**config.mk**
```make
export PLATFORM = sky130hd
export DESIGN_NAME = dispatch_classifier
export DESIGN_NICKNAME = d
export VERILOG_FILES = /design/src/rtl/dispatch_classifier.sv
export SDC_FILE = /design/constraint.sdc
export NUM_CORES = 1
export LEC_CHECK = 0
export CAP_MARGIN = 0
export CORE_MARGIN = 4
export CORE_UTILIZATION = 49
export DETAILED_ROUTE_END_ITERATION = 16
export HOLD_SLACK_MARGIN = 0.03
export PLACE_DENSITY_LB_ADDON = 0.05
export SLEW_MARGIN = 20
export SYNTH_ARGS = -nofsm -noshare
export SYNTH_HDL_FRONTEND = slang
export SYNTH_SLANG_ARGS = --single-unit
```
**constraint.sdc**
```tcl
create_clock -name clk -period 8.6 [get_ports clk]
set_clock_uncertainty 0.05 [all_clocks]
set_input_delay 1.72 -clock clk [delete_from_list [all_inputs] [get_ports clk]]
set_output_delay 1.72 -clock clk [all_outputs]
set_load 0.005 [all_outputs]
```
**src/rtl/dispatch_classifier.sv**
```systemverilog
module dispatch_classifier #(
  parameter int N        = 4,
  parameter int IQ_DEPTH = 16,
  parameter int CNT_W    = 16,
  localparam int CW = $clog2(N + 1),
  localparam int FW = $clog2(IQ_DEPTH + 1)
) (
  input  logic             clk,
  input  logic             rst_n,
  input  logic [CW-1:0]    slot_cnt,
  input  logic [FW-1:0]    iq_free,
  input  logic [N-1:0]     is_squashed,
  input  logic [N-1:0]     is_load,
  input  logic [N-1:0]     is_store,
  input  logic [N-1:0]     is_nonspec,
  input  logic [N-1:0]     is_nop,
  output logic [N-1:0]     iq_push,
  output logic [N-1:0]     lq_push,
  output logic [N-1:0]     sq_push,
  output logic [N-1:0]     ns_push,
  output logic [N-1:0]     nop_retire,
  output logic [N-1:0]     commit_mark,
  output logic [CW-1:0]    taken_cnt,
  output logic             stall_up,
  output logic [CNT_W-1:0] tally_squash,
  output logic [CNT_W-1:0] tally_full,
  output logic [CNT_W-1:0] tally_iq,
  output logic [CNT_W-1:0] tally_load,
  output logic [CNT_W-1:0] tally_store,
  output logic [CNT_W-1:0] tally_nonspec,
  output logic [CNT_W-1:0] tally_nop
);

  logic [N-1:0]  skipped;
  logic [FW-1:0] used;
  logic [CW-1:0] lim;
  logic          halt;

  assign lim = (int'(slot_cnt) > N) ? CW'(N) : slot_cnt;

  always_comb begin
    iq_push     = '0;
    lq_push     = '0;
    sq_push     = '0;
    ns_push     = '0;
    nop_retire  = '0;
    commit_mark = '0;
    skipped     = '0;
    used        = '0;
    halt        = 1'b0;
    taken_cnt   = lim;
    for (int i = 0; i < N; i++) begin
      if (i < int'(lim) && !halt) begin
        if (is_squashed[i]) begin
          skipped[i] = 1'b1;
        end else if (used >= iq_free) begin
          halt      = 1'b1;
          taken_cnt = CW'(i);
        end else if (is_load[i]) begin
          lq_push[i] = 1'b1;
          iq_push[i] = 1'b1;
          used       = used + FW'(1);
        end else if (is_store[i]) begin
          sq_push[i] = 1'b1;
          iq_push[i] = 1'b1;
          used       = used + FW'(1);
        end else if (is_nonspec[i]) begin
          ns_push[i]     = 1'b1;
          commit_mark[i] = 1'b1;
          used           = used + FW'(1);
        end else if (is_nop[i]) begin
          nop_retire[i]  = 1'b1;
          commit_mark[i] = 1'b1;
        end else begin
          iq_push[i] = 1'b1;
          used       = used + FW'(1);
        end
      end
    end
  end

  assign stall_up = halt;

  always_ff @(posedge clk) begin
    if (!rst_n) begin
      tally_squash  <= '0;
      tally_full    <= '0;
      tally_iq      <= '0;
      tally_load    <= '0;
      tally_store   <= '0;
      tally_nonspec <= '0;
      tally_nop     <= '0;
    end else begin
      tally_squash  <= tally_squash  + CNT_W'($countones(skipped));
      tally_full    <= tally_full    + CNT_W'(halt);
      tally_iq      <= tally_iq      + CNT_W'($countones(iq_push));
      tally_load    <= tally_load    + CNT_W'($countones(lq_push));
      tally_store   <= tally_store   + CNT_W'($countones(sq_push));
      tally_nonspec <= tally_nonspec + CNT_W'($countones(ns_push));
      tally_nop     <= tally_nop     + CNT_W'($countones(nop_retire));
    end
  end

endmodule


```
==> results of run 1 <==
-- state kept, by name, indices dropped and copies added (netlist names) --
signal         cells
tally_iq          16
tally_store       16
tally_nop         16
tally_load        16
tally_full        16
tally_nonspec     16
tally_squash      16
-- stage by stage --
| stage | TNS, ns | cell area (um^2) | hold WS [ns] | util |
|---|---|---|---|---|
| 2_1_floorplan | 0 | 6030 | 0.432 | - |
| 3_3_place_gp | 0 | 7970 | 0.444 | 0.663 |
| 3_5_place_dp | -0.216 | 7970 | 0.453 | 0.663 |
| 4_1_cts | -0.222 | 8270 | 0.465 | 0.689 |
| 5_1_grt | 0 | 8370 | 0.486 | 0.697 |
| 6_report | 0 | 8370 | 0.458 | 0.697 |
-- power groups by stage --
stage	combinational, W	sequential (W)	clock, W
after global routing	0.000210	0.000556	0.000445
after CTS	0.000183	0.000553	0.000423
after detailed placement	0.000180	0.000565	0
final	0.000186	0.000553	0.000413
after global placement	0.000173	0.000564	0
after floorplan	0.0000849	0.000563	0
-- worst paths after layout --
check / endpoint / startpoint / slack, ns / cells after the start
setup / recovery: taken_cnt[2] / iq_free[0] / 0.31 / 20
hold / removal: tally_load[9] / tally_load[9] / 0.46 / 2
setup reg to reg: tally_squash[12] / tally_squash[0] / 5.86 / 9
hold reg to reg: tally_load[9] / tally_load[9] / 0.46 / 2
-- worst max-delay path, stage by stage --
cell and delay, ns:
clkdlybuf4s50_1 0.52, nor3_1 0.08, a211oi_2 0.27, nand2_2 0.14
ha_1 0.28, o2111ai_1 0.22, nand3_1 0.18, xnor2_2 0.18
ha_1 0.26, nand2b_1 0.15, a21oi_2 0.18, o31ai_2 0.10
nor3b_2 0.30, mux2_1 0.36, ha_1 0.28, a21o_1 0.16
a21o_1 0.21, and2_4 0.23, a21oi_1 0.15, clkdlybuf4s50_1 0.54
-- final cells by class --
class	instances	area (um^2)	share of cell area
Tap cell	147	184	0.0220
Inverter	46	173	0.0206
Clock buffer	11	253	0.0302
Multi-Input combinational cell	490	3640	0.435
Sequential cell	112	2240	0.268
Timing Repair Buffer	187	1840	0.219
Clock inverter	5	40.0	0.00478
-- cell usage after synthesis, types with 2 or more instances --
cell type,count,area [um^2]
xnor2_1,46,403
and4_1,4,35.0
a21oi_1,5,25.0
nor3b_1,5,37.5
nor3b_2,2,25.0
clkbuf_1,14,52.6
nor3_1,22,110
a21boi_1,5,37.5
o21ai_0,21,105
or3_1,18,113
xor2_1,35,307
nand2b_1,4,25.0
fa_1,18,360
o21a_1,2,15.0
a21boi_0,11,82.6
a211o_1,2,17.5
and2_1,94,588
buf_2,2,10.0
nor2_1,27,101
nor2b_1,17,106
nor4_1,7,43.8
a21o_1,5,37.5
nand3b_1,5,37.5
ha_1,15,188
o32ai_1,3,26.3
dfxtp_1,112,2240
and3_1,13,81.3
o211ai_1,3,22.5
nand2_1,34,128
inv_1,46,173
nand4_1,8,50.1
nor3_2,3,30.0
nand3_1,31,155
nor4b_1,6,52.6
-- kinds of logic (layout without fill, tap and decap cells) --
logic type,Yosys count,in the layout,share of synthesized area
xor gates and xnor gates,81,81,0.118
buffers and inverters,63,249,0.0399
and+or+nand+nor,311,311,0.305
muxes,1,1,0.00187
AOI/OAI and AO/OA,64,64,0.0731
adders and majority gates,33,33,0.0909
DFF,112,112,0.372
-- metal layers --
layer / routed length, um / global-route usage / vias up
met5: 0 / 0 / -
met4: 306 / 0.0739 / 0
met3: 823 / 0.0546 / 19
met2: 7350 / 0.359 / 138
met1: 7060 / 0.282 / 2487
li1: - / - / 2585
-- repair_timing --
item / 4_1_cts / 5_1_grt
hold endpoints to repair: 0 / 0
pin swaps: 0 / 1
endpoints found under the setup margin: 5 / 8
cloned: 0 / 0
buffers inserted: 0 / 0
gates resized for setup: 2 / 20
==> results.md, run 1 <==
* Outcome: finished, final reports clean
* Fill count at 993
* Iteration-0 DRC Markers at 272
* GRT Total Usage at 0.219
* Die Ht at 119 um
* Leakage power at 3.37 nW
* Total power at 0.00115 W
* Crit. End Element: output pin
* Overflow after GRT at 0
* Slew HR at 0.437
* ANT cells at 0
* Gpl congestion at 0.830
* Cell count after synthesis at 665
* Top FF cell, synth: dfxtp_1
* # hold bufs at CTS at 0
* Hold/Removal Path Class: flip-flop to flip-flop
* Starting density of the core at 0.502
* Max_cap viols at 0
* Final Max Slew Viols at 0
* Pre-Repair DR Iteration Count at 6
* Synth-to-layout area growth at 38.9%
* Tmin final at 8.29 ns
* First-pass GRT wire length at 25400 um
* Placed cell count at 982
* Worst-path clk slew at 0.08 ns
* Net Count, Synth at 728
* Nets at 909
* Register area share after synthesis at 0.372
* Worst Setup Start Kind: input port
* CTS tree: yes
* Clock buffer depth at 2
* Async set or reset register ratio after synthesis at 0
* Crit path required time at 6.83 ns
* Switching Share at 0.262
* Post-synth cell types at 54
* Vias per cell at 5.24
* Worst Path Arrival at 6.52 ns
* Fmax at 121 MHz
* Net Sw Power at 0.000302 W
* Die area at 0.0141 mm^2
* FP Rows at 40
* PwrDens at 138 mW/mm^2
* P_int at 0.000849 W
* Worst setup margin at 0.310 ns
* Finished Layout Cells at 998
* Vias in the first global route at 5170
* Crit Path Max Fanout at 7
* DR vias at 5229
* Commonest non-fill, non-tap cell in the layout: clkdlybuf4s50_1
* Clock Tree Root: clkbuf_16
* Flop and latch count out of synthesis at 112
* RSZ-0062 raised after global routing: no
* Residual DRC at 0
* Clock latency on the worst-skew pair at 0.36 ns
* Comb pwr share at 0.162
* Initial antenna violation count at 0
* Die Width at 119 um
* Final Cycle Share at 0.964
* Reg power frac at 0.480
* WS Path Type: input port to output pin
* Commonest non-fill, non-tap cells in the layout: clkdlybuf4s50_1, dfxtp_1, and2_1, inv_1, xnor2_1
* Clock power share at 0.358
* Post-synth EDFFs at 0
* Worst slew pin tran at 0.845 ns
* Dpl ws at -0.110 ns
* Final setup vio count at 0
* Cts bufs inserted at 9
* Top-Level Pins at 170
* Synth Warn # at 0
* Fraction of layout instances using a drive strength above 1 at 0.0717
* DP HPWL at 11800 um
* Mean area per synthesized cell at 9.06 um^2
* ANT nets after route at 0
* Core area at 0.0120 mm^2
* Clk sink count at 112
* Largest net degree at the start of global routing at 113
* Final Hold Viols at 0
* Cell Area, Synth at 0.00603 mm^2
* Post-Route WL at 15500 um
* I/O Buffers at 169
* Max VDD drop at 0.0843 mV
* Htree depth at 3
* WL per Instance at 15.6 um
Note: power is estimated with default switching activity, not from simulation.
==> run 2, diff against run 1 <==
--- a/config.mk
+++ b/config.mk
@@ -5,6 +5,7 @@
 export SDC_FILE = /design/constraint.sdc
 export NUM_CORES = 1
 export LEC_CHECK = 0
+export ABC_AREA = 1
 export CAP_MARGIN = 0
 export CORE_MARGIN = 4
 export CORE_UTILIZATION = 49
==> results.md, run 2 <==
* Final Hold Viols at 0
* Footprint of the multi-input gates at 0.00327 mm^2
* Worst Setup Start Kind: input port
* Final Max Slew Viols at 0
* PwrDens at 136 mW/mm^2
* TNS Setup at 0 ns
* Reg power frac at 0.490
* Clock Tree Root: clkbuf_16
* FP Rows at 40
* Synth-to-layout area growth at 34.9%
* Max_cap viols at 0
* Flop and latch count out of synthesis at 112
* Vias per cell at 4.89
* Top FF cell, synth: dfxtp_1
* Slew HR at 0.523
* Comb pwr share at 0.159
* Final Cycle Share at 0.946
* CTS tree: yes
* Synth top area share at 0.366
* Crit Path Max Fanout at 5
* Final setup vio count at 0
* Leakage power at 3.21 nW
* Fmax at 123 MHz
* Synth top cells by count: nand2_1, inv_1, dfxtp_1, nor2_1, a21oi_1
* Tmin final at 8.13 ns
* # hold bufs at CTS at 0
* Outcome: finished, final reports clean
* Area post-placement at 0.00799 mm^2
* Crit path required time at 6.83 ns
* Post-synth EDFFs at 0
* Die Width at 120 um
* Commonest non-fill, non-tap cell in the layout: clkdlybuf4s50_1
* Busiest grt layer: met2
* Core area at 0.0121 mm^2
* Residual DRC at 0
* Post-Route WL at 15200 um
* Largest net degree at the start of global routing at 72
* Clock power share at 0.351
* Met1 Track Usage GR at 0.275
* Most numerous cell in the Yosys netlist: nand2_1
* Commonest non-fill, non-tap cells in the layout: clkdlybuf4s50_1, nand2_1, inv_1, nor2_1, dfxtp_1
* Top post-synthesis cells by area: dfxtp_1, nand2_1, inv_1
* Initial antenna violation count at 0
* I/O Buffers at 169
* Met3 Usage GRT at 0.0547
* FF+latch area at 0.00224 mm^2
* Mean area per synthesized cell at 7.18 um^2
* Register area share after synthesis at 0.366
* Synth Warn # at 0
* Finished Layout Cells at 1196
* Top-Level Pins at 170
* WHS at 0.431 ns
* Total power at 0.00113 W
* Overflow after GRT at 0
* GRT Total Usage at 0.212
* DP HPWL at 11800 um
* Post-CTS Resized at 0
* ANT nets after route at 0
* Met2 GRT Util at 0.348
* Clk sink count at 112
* Net Sw Power at 0.000295 W
* Worst-path clk slew at 0.07 ns
* Cts bufs inserted at 9
* Die area at 0.0144 mm^2
* Die Ht at 120 um
* Max VDD drop at 0.116 mV
* Worst Path Arrival at 6.36 ns
* DR vias at 5845
* WL per Instance at 12.7 um
* Crit. End Element: output pin
* Post-synth cell types at 43
* Vias in the first global route at 5331
* Post-route cell area at 0.00826 mm^2
* Clock buffer depth at 2
* Fraction of layout instances using a drive strength above 1 at 0.0710
* Worst slew pin tran at 0.711 ns
* Hold/Removal Path Class: flip-flop to flip-flop
* Async set or reset register ratio after synthesis at 0
* Cell count after synthesis at 854
* First-pass GRT wire length at 25100 um
* RSZ-0062 raised after global routing: no
* WS Path Type: input port to output pin
* Switching Share at 0.262
* Net Count, Synth at 917
* Iteration-0 DRC Markers at 339
* Yosys top cell by area: dfxtp_1
* ANT cells at 0
* Clock latency on the worst-skew pair at 0.34 ns
* P_int at 0.000830 W
* Setup Fix Bufs, Post-CTS at 0
* Fill count at 1039
* Starting density of the core at 0.506
* Htree depth at 3
* Gpl congestion at 0.866
* Placed cell count at 1181
* Cell Area, Synth at 0.00613 mm^2
* Nets at 1087
* Pre-Repair DR Iteration Count at 5
-- run 2: changes by cell type after synthesis, sizes merged, moves of 18 or more --
cell,previous run,this run
inv,46,148
or3,18,0
and2,94,0
o21ai,22,54
xor2,35,8
xnor2,46,5
nor2,28,132
nand2,35,153
a21oi,5,63
-- run 2: worst paths after layout --
kind	from	slack, ns	end	depth (start not counted)
setup reg to reg	tally_squash[0]	6.01	tally_squash[12]	10
setup / recovery	slot_cnt[2]	0.47	sq_push[3]	27
hold / removal	tally_full[12]	0.43	tally_full[12]	2
hold reg to reg	tally_full[12]	0.43	tally_full[12]	2
-- run 2: logic make-up (layout without fill, tap and decap cells) --
logic type	after synthesis	count (layout)	share of synthesized area
AND/OR/NAND/NOR	401	401	0.309
buffers and inverters	163	337	0.100
AO/OA/AOI/OAI	132	132	0.117
flip-flops	112	112	0.366
adder cells (fa/ha/maj)	33	33	0.0894
XOR/XNOR	13	13	0.0186
-- run 2: cell type report --
cell class / instances / share of cell area
clock buffers: 11 / 0.0294
clock inverters: 4 / 0.00333
inverters: 151 / 0.0686
multi-input cells: 579 / 0.396
flip-flops and latches: 112 / 0.271
well taps: 168 / 0.0254
repair buffers: 171 / 0.206
-- run 2: through the flow --
step / setup WS [ns] / utilization
after CTS: 0.469 / 0.682
after global routing: 0.0838 / 0.682
after detailed placement: 0.487 / 0.660
after global placement: 0.594 / 0.660
final: 0.465 / 0.682
after floorplan: 1.91 / -
-- run 2: critical path, cell delays in order --
cell and delay, ns:
clkdlybuf4s50_1 0.68, nor2_4 0.10, a21oi_2 0.16, nand3_2 0.11, ha_1 0.28, inv_1 0.05
nand2_1 0.05, nand3_1 0.08, nand2_1 0.08, nor2_2 0.16, nand3_2 0.10, nand2_2 0.12
ha_1 0.23, o21ai_0 0.15, nand2_1 0.07, nand3_1 0.13, nand2_1 0.15, nor3b_1 0.22
ha_1 0.28, nand2_1 0.07, inv_1 0.04, o21ai_0 0.15, nand3_1 0.14, inv_1 0.13
nand4_4 0.17, nor2_2 0.19, clkdlybuf4s50_1 0.53
-- run 2: power groups by stage --
stage / logic [W] / registers (W) / clock network [W]
after detailed placement: 0.000181 / 0.000563 / 0
after global placement: 0.000178 / 0.000563 / 0
after floorplan: 0.0000931 / 0.000564 / 0
after CTS: 0.000182 / 0.000551 / 0.000405
final: 0.000179 / 0.000551 / 0.000395
after global routing: 0.000202 / 0.000555 / 0.000432
-- run 2: metal layers --
metal  up-vias  share of wire
li1       3069              -
met4         0          0.020
met1      2610           0.46
met2       142           0.46
met5         -              0
met3        24          0.060
==> run 3, diff against run 2 <==
--- a/config.mk
+++ b/config.mk
@@ -8,7 +8,7 @@
 export ABC_AREA = 1
 export CAP_MARGIN = 0
 export CORE_MARGIN = 4
-export CORE_UTILIZATION = 49
+export CORE_UTILIZATION = 45
 export DETAILED_ROUTE_END_ITERATION = 16
 export HOLD_SLACK_MARGIN = 0.03
 export PLACE_DENSITY_LB_ADDON = 0.05
==> results.md, run 3 (same netlist as run 2, synthesis figures left out) <==
* Final Hold Viols at 0
* Htree depth at 3
* Synth-to-layout area growth at 35.1%
* Overflow after GRT at 0
* I/O Buffers at 169
* Tmin final at 8.07 ns
* Die Ht at 125 um
* Crit. End Element: output pin
* Net Sw Power at 0.000286 W
* Final Max Slew Viols at 0
* PwrDens at 137 mW/mm^2
* Largest net degree at the start of global routing at 72
* Hold/Removal Path Class: flip-flop to flip-flop
* FP Rows at 42
* Iteration-0 DRC Markers at 223
* Commonest non-fill, non-tap cell in the layout: clkdlybuf4s50_1
* Pre-Repair DR Iteration Count at 6
* ANT cells at 0
* DP HPWL at 11900 um
* WL per Instance at 12.9 um
* P_int at 0.000847 W
* Reg power frac at 0.487
* Starting density of the core at 0.461
* Clk sink count at 112
* ANT nets after route at 0
* Crit-path leading delay family: simple AND/OR/NAND/NOR gates
* Worst Path Buf+Inv at 5
* Final Cycle Share at 0.938
* Initial antenna violation count at 0
* Core area at 0.0133 mm^2
* WS Path Type: input port to output pin
* Die Width at 125 um
* Area post-placement at 0.00800 mm^2
* First-pass GRT wire length at 25600 um
* Placed cell count at 1189
* Finished Layout Cells at 1202
* Clock latency on the worst-skew pair at 0.34 ns
* Fmax at 124 MHz
* Max VDD drop at 0.112 mV
* Gpl congestion at 0.926
* Residual DRC at 0
* DR vias at 5754
* # hold bufs at CTS at 0
* Cts bufs inserted at 9
* Crit path required time at 6.83 ns
* Crit Path Max Fanout at 7
* Slowest cell on the critical path: clkdlybuf4s50_1
* Worst Setup Start Kind: input port
* Post-Route WL at 15400 um
* Total power at 0.00113 W
* Outcome: finished, final reports clean
* CTS tree: yes
* Die area at 0.0156 mm^2
* Final core utilization at 0.623
* Post-route cell area at 0.00828 mm^2
* Leakage power at 3.22 nW
* GRT Total Usage at 0.197
* Clock buffer depth at 2
* Vias in the first global route at 5220
* Worst slew pin tran at 0.756 ns
* Clock Tree Root: clkbuf_16
* Nets at 1087
* Commonest non-fill, non-tap cells in the layout: clkdlybuf4s50_1, nand2_1, inv_1, nor2_1, dfxtp_1
* Slew HR at 0.491
* Most frequent CP cell: nand2_1
* Worst-path clk slew at 0.07 ns
* Vias per cell at 4.79
* Clock power share at 0.356
* Final setup vio count at 0
* Comb pwr share at 0.157
* Top-Level Pins at 170
* TNS Setup at 0 ns
* RSZ-0062 raised after global routing: no
* Fraction of layout instances using a drive strength above 1 at 0.0692
* Max stage delay on crit path at 0.53 ns
* Max_cap viols at 0
* Switching Share at 0.252
* Worst Path Arrival at 6.30 ns
==> run 3: tightest hold or removal path: cells and delay by family, from the launching register on <==
family | cells | cell delay, ns
DFF | 1 | 0.32
buffers and inverters | 1 | 0.06
AOI/OAI and AO/OA | 1 | 0.05
==> run 3: path summary, 6_finish.rpt <==
| kind | from | end | slack, ns | depth (start not counted) |
|---|---|---|---|---|
| setup / recovery | iq_free[4] | nop_retire[3] | 0.53 | 27 |
| hold / removal | tally_full[12] | tally_full[12] | 0.43 | 2 |
| setup reg to reg | tally_squash[0] | tally_squash[12] | 5.97 | 10 |
| hold reg to reg | tally_full[12] | tally_full[12] | 0.43 | 2 |
==> run 3: routing by layer <==
layer,share of wire,up-vias,track usage
li1,-,3067,-
met4,0.011,0,0.0419
met3,0.056,13,0.0613
met5,0,-,0
met1,0.49,2542,0.266
met2,0.44,132,0.312
==> run 3: layout make-up <==
type / instances / area (um^2)
clock buffer: 10 / 229
clock inverter: 3 / 43.8
fill: 1238 / 5020
inverter: 151 / 567
multi-input combinational: 579 / 3270
sequential: 112 / 2240
tap: 176 / 220
timing repair buffer: 171 / 1700
==> run 3: through the flow <==
step | worst slack (ns) | hold slack, ns
final | 0.533 | 0.426
after global routing | 0.102 | 0.439
after CTS | 0.424 | 0.421
after detailed placement | 0.419 | 0.411
after global placement | 0.563 | 0.407
after floorplan | 1.91 | 0.403
==> run 3: power groups by stage <==
stage / logic [W] / clock network [W] / registers (W)
floorplan: 0.0000931 / 0 / 0.000564
global placement: 0.000178 / 0 / 0.000564
detailed placement: 0.000179 / 0 / 0.000565
CTS: 0.000180 / 0.000418 / 0.000552
global route: 0.000201 / 0.000438 / 0.000555
finish: 0.000178 / 0.000403 / 0.000552
==> run 3: timing repair <==
item	CTS	global route
buffers inserted	0	0
endpoints found under the setup margin	0	3
resized for setup	0	1
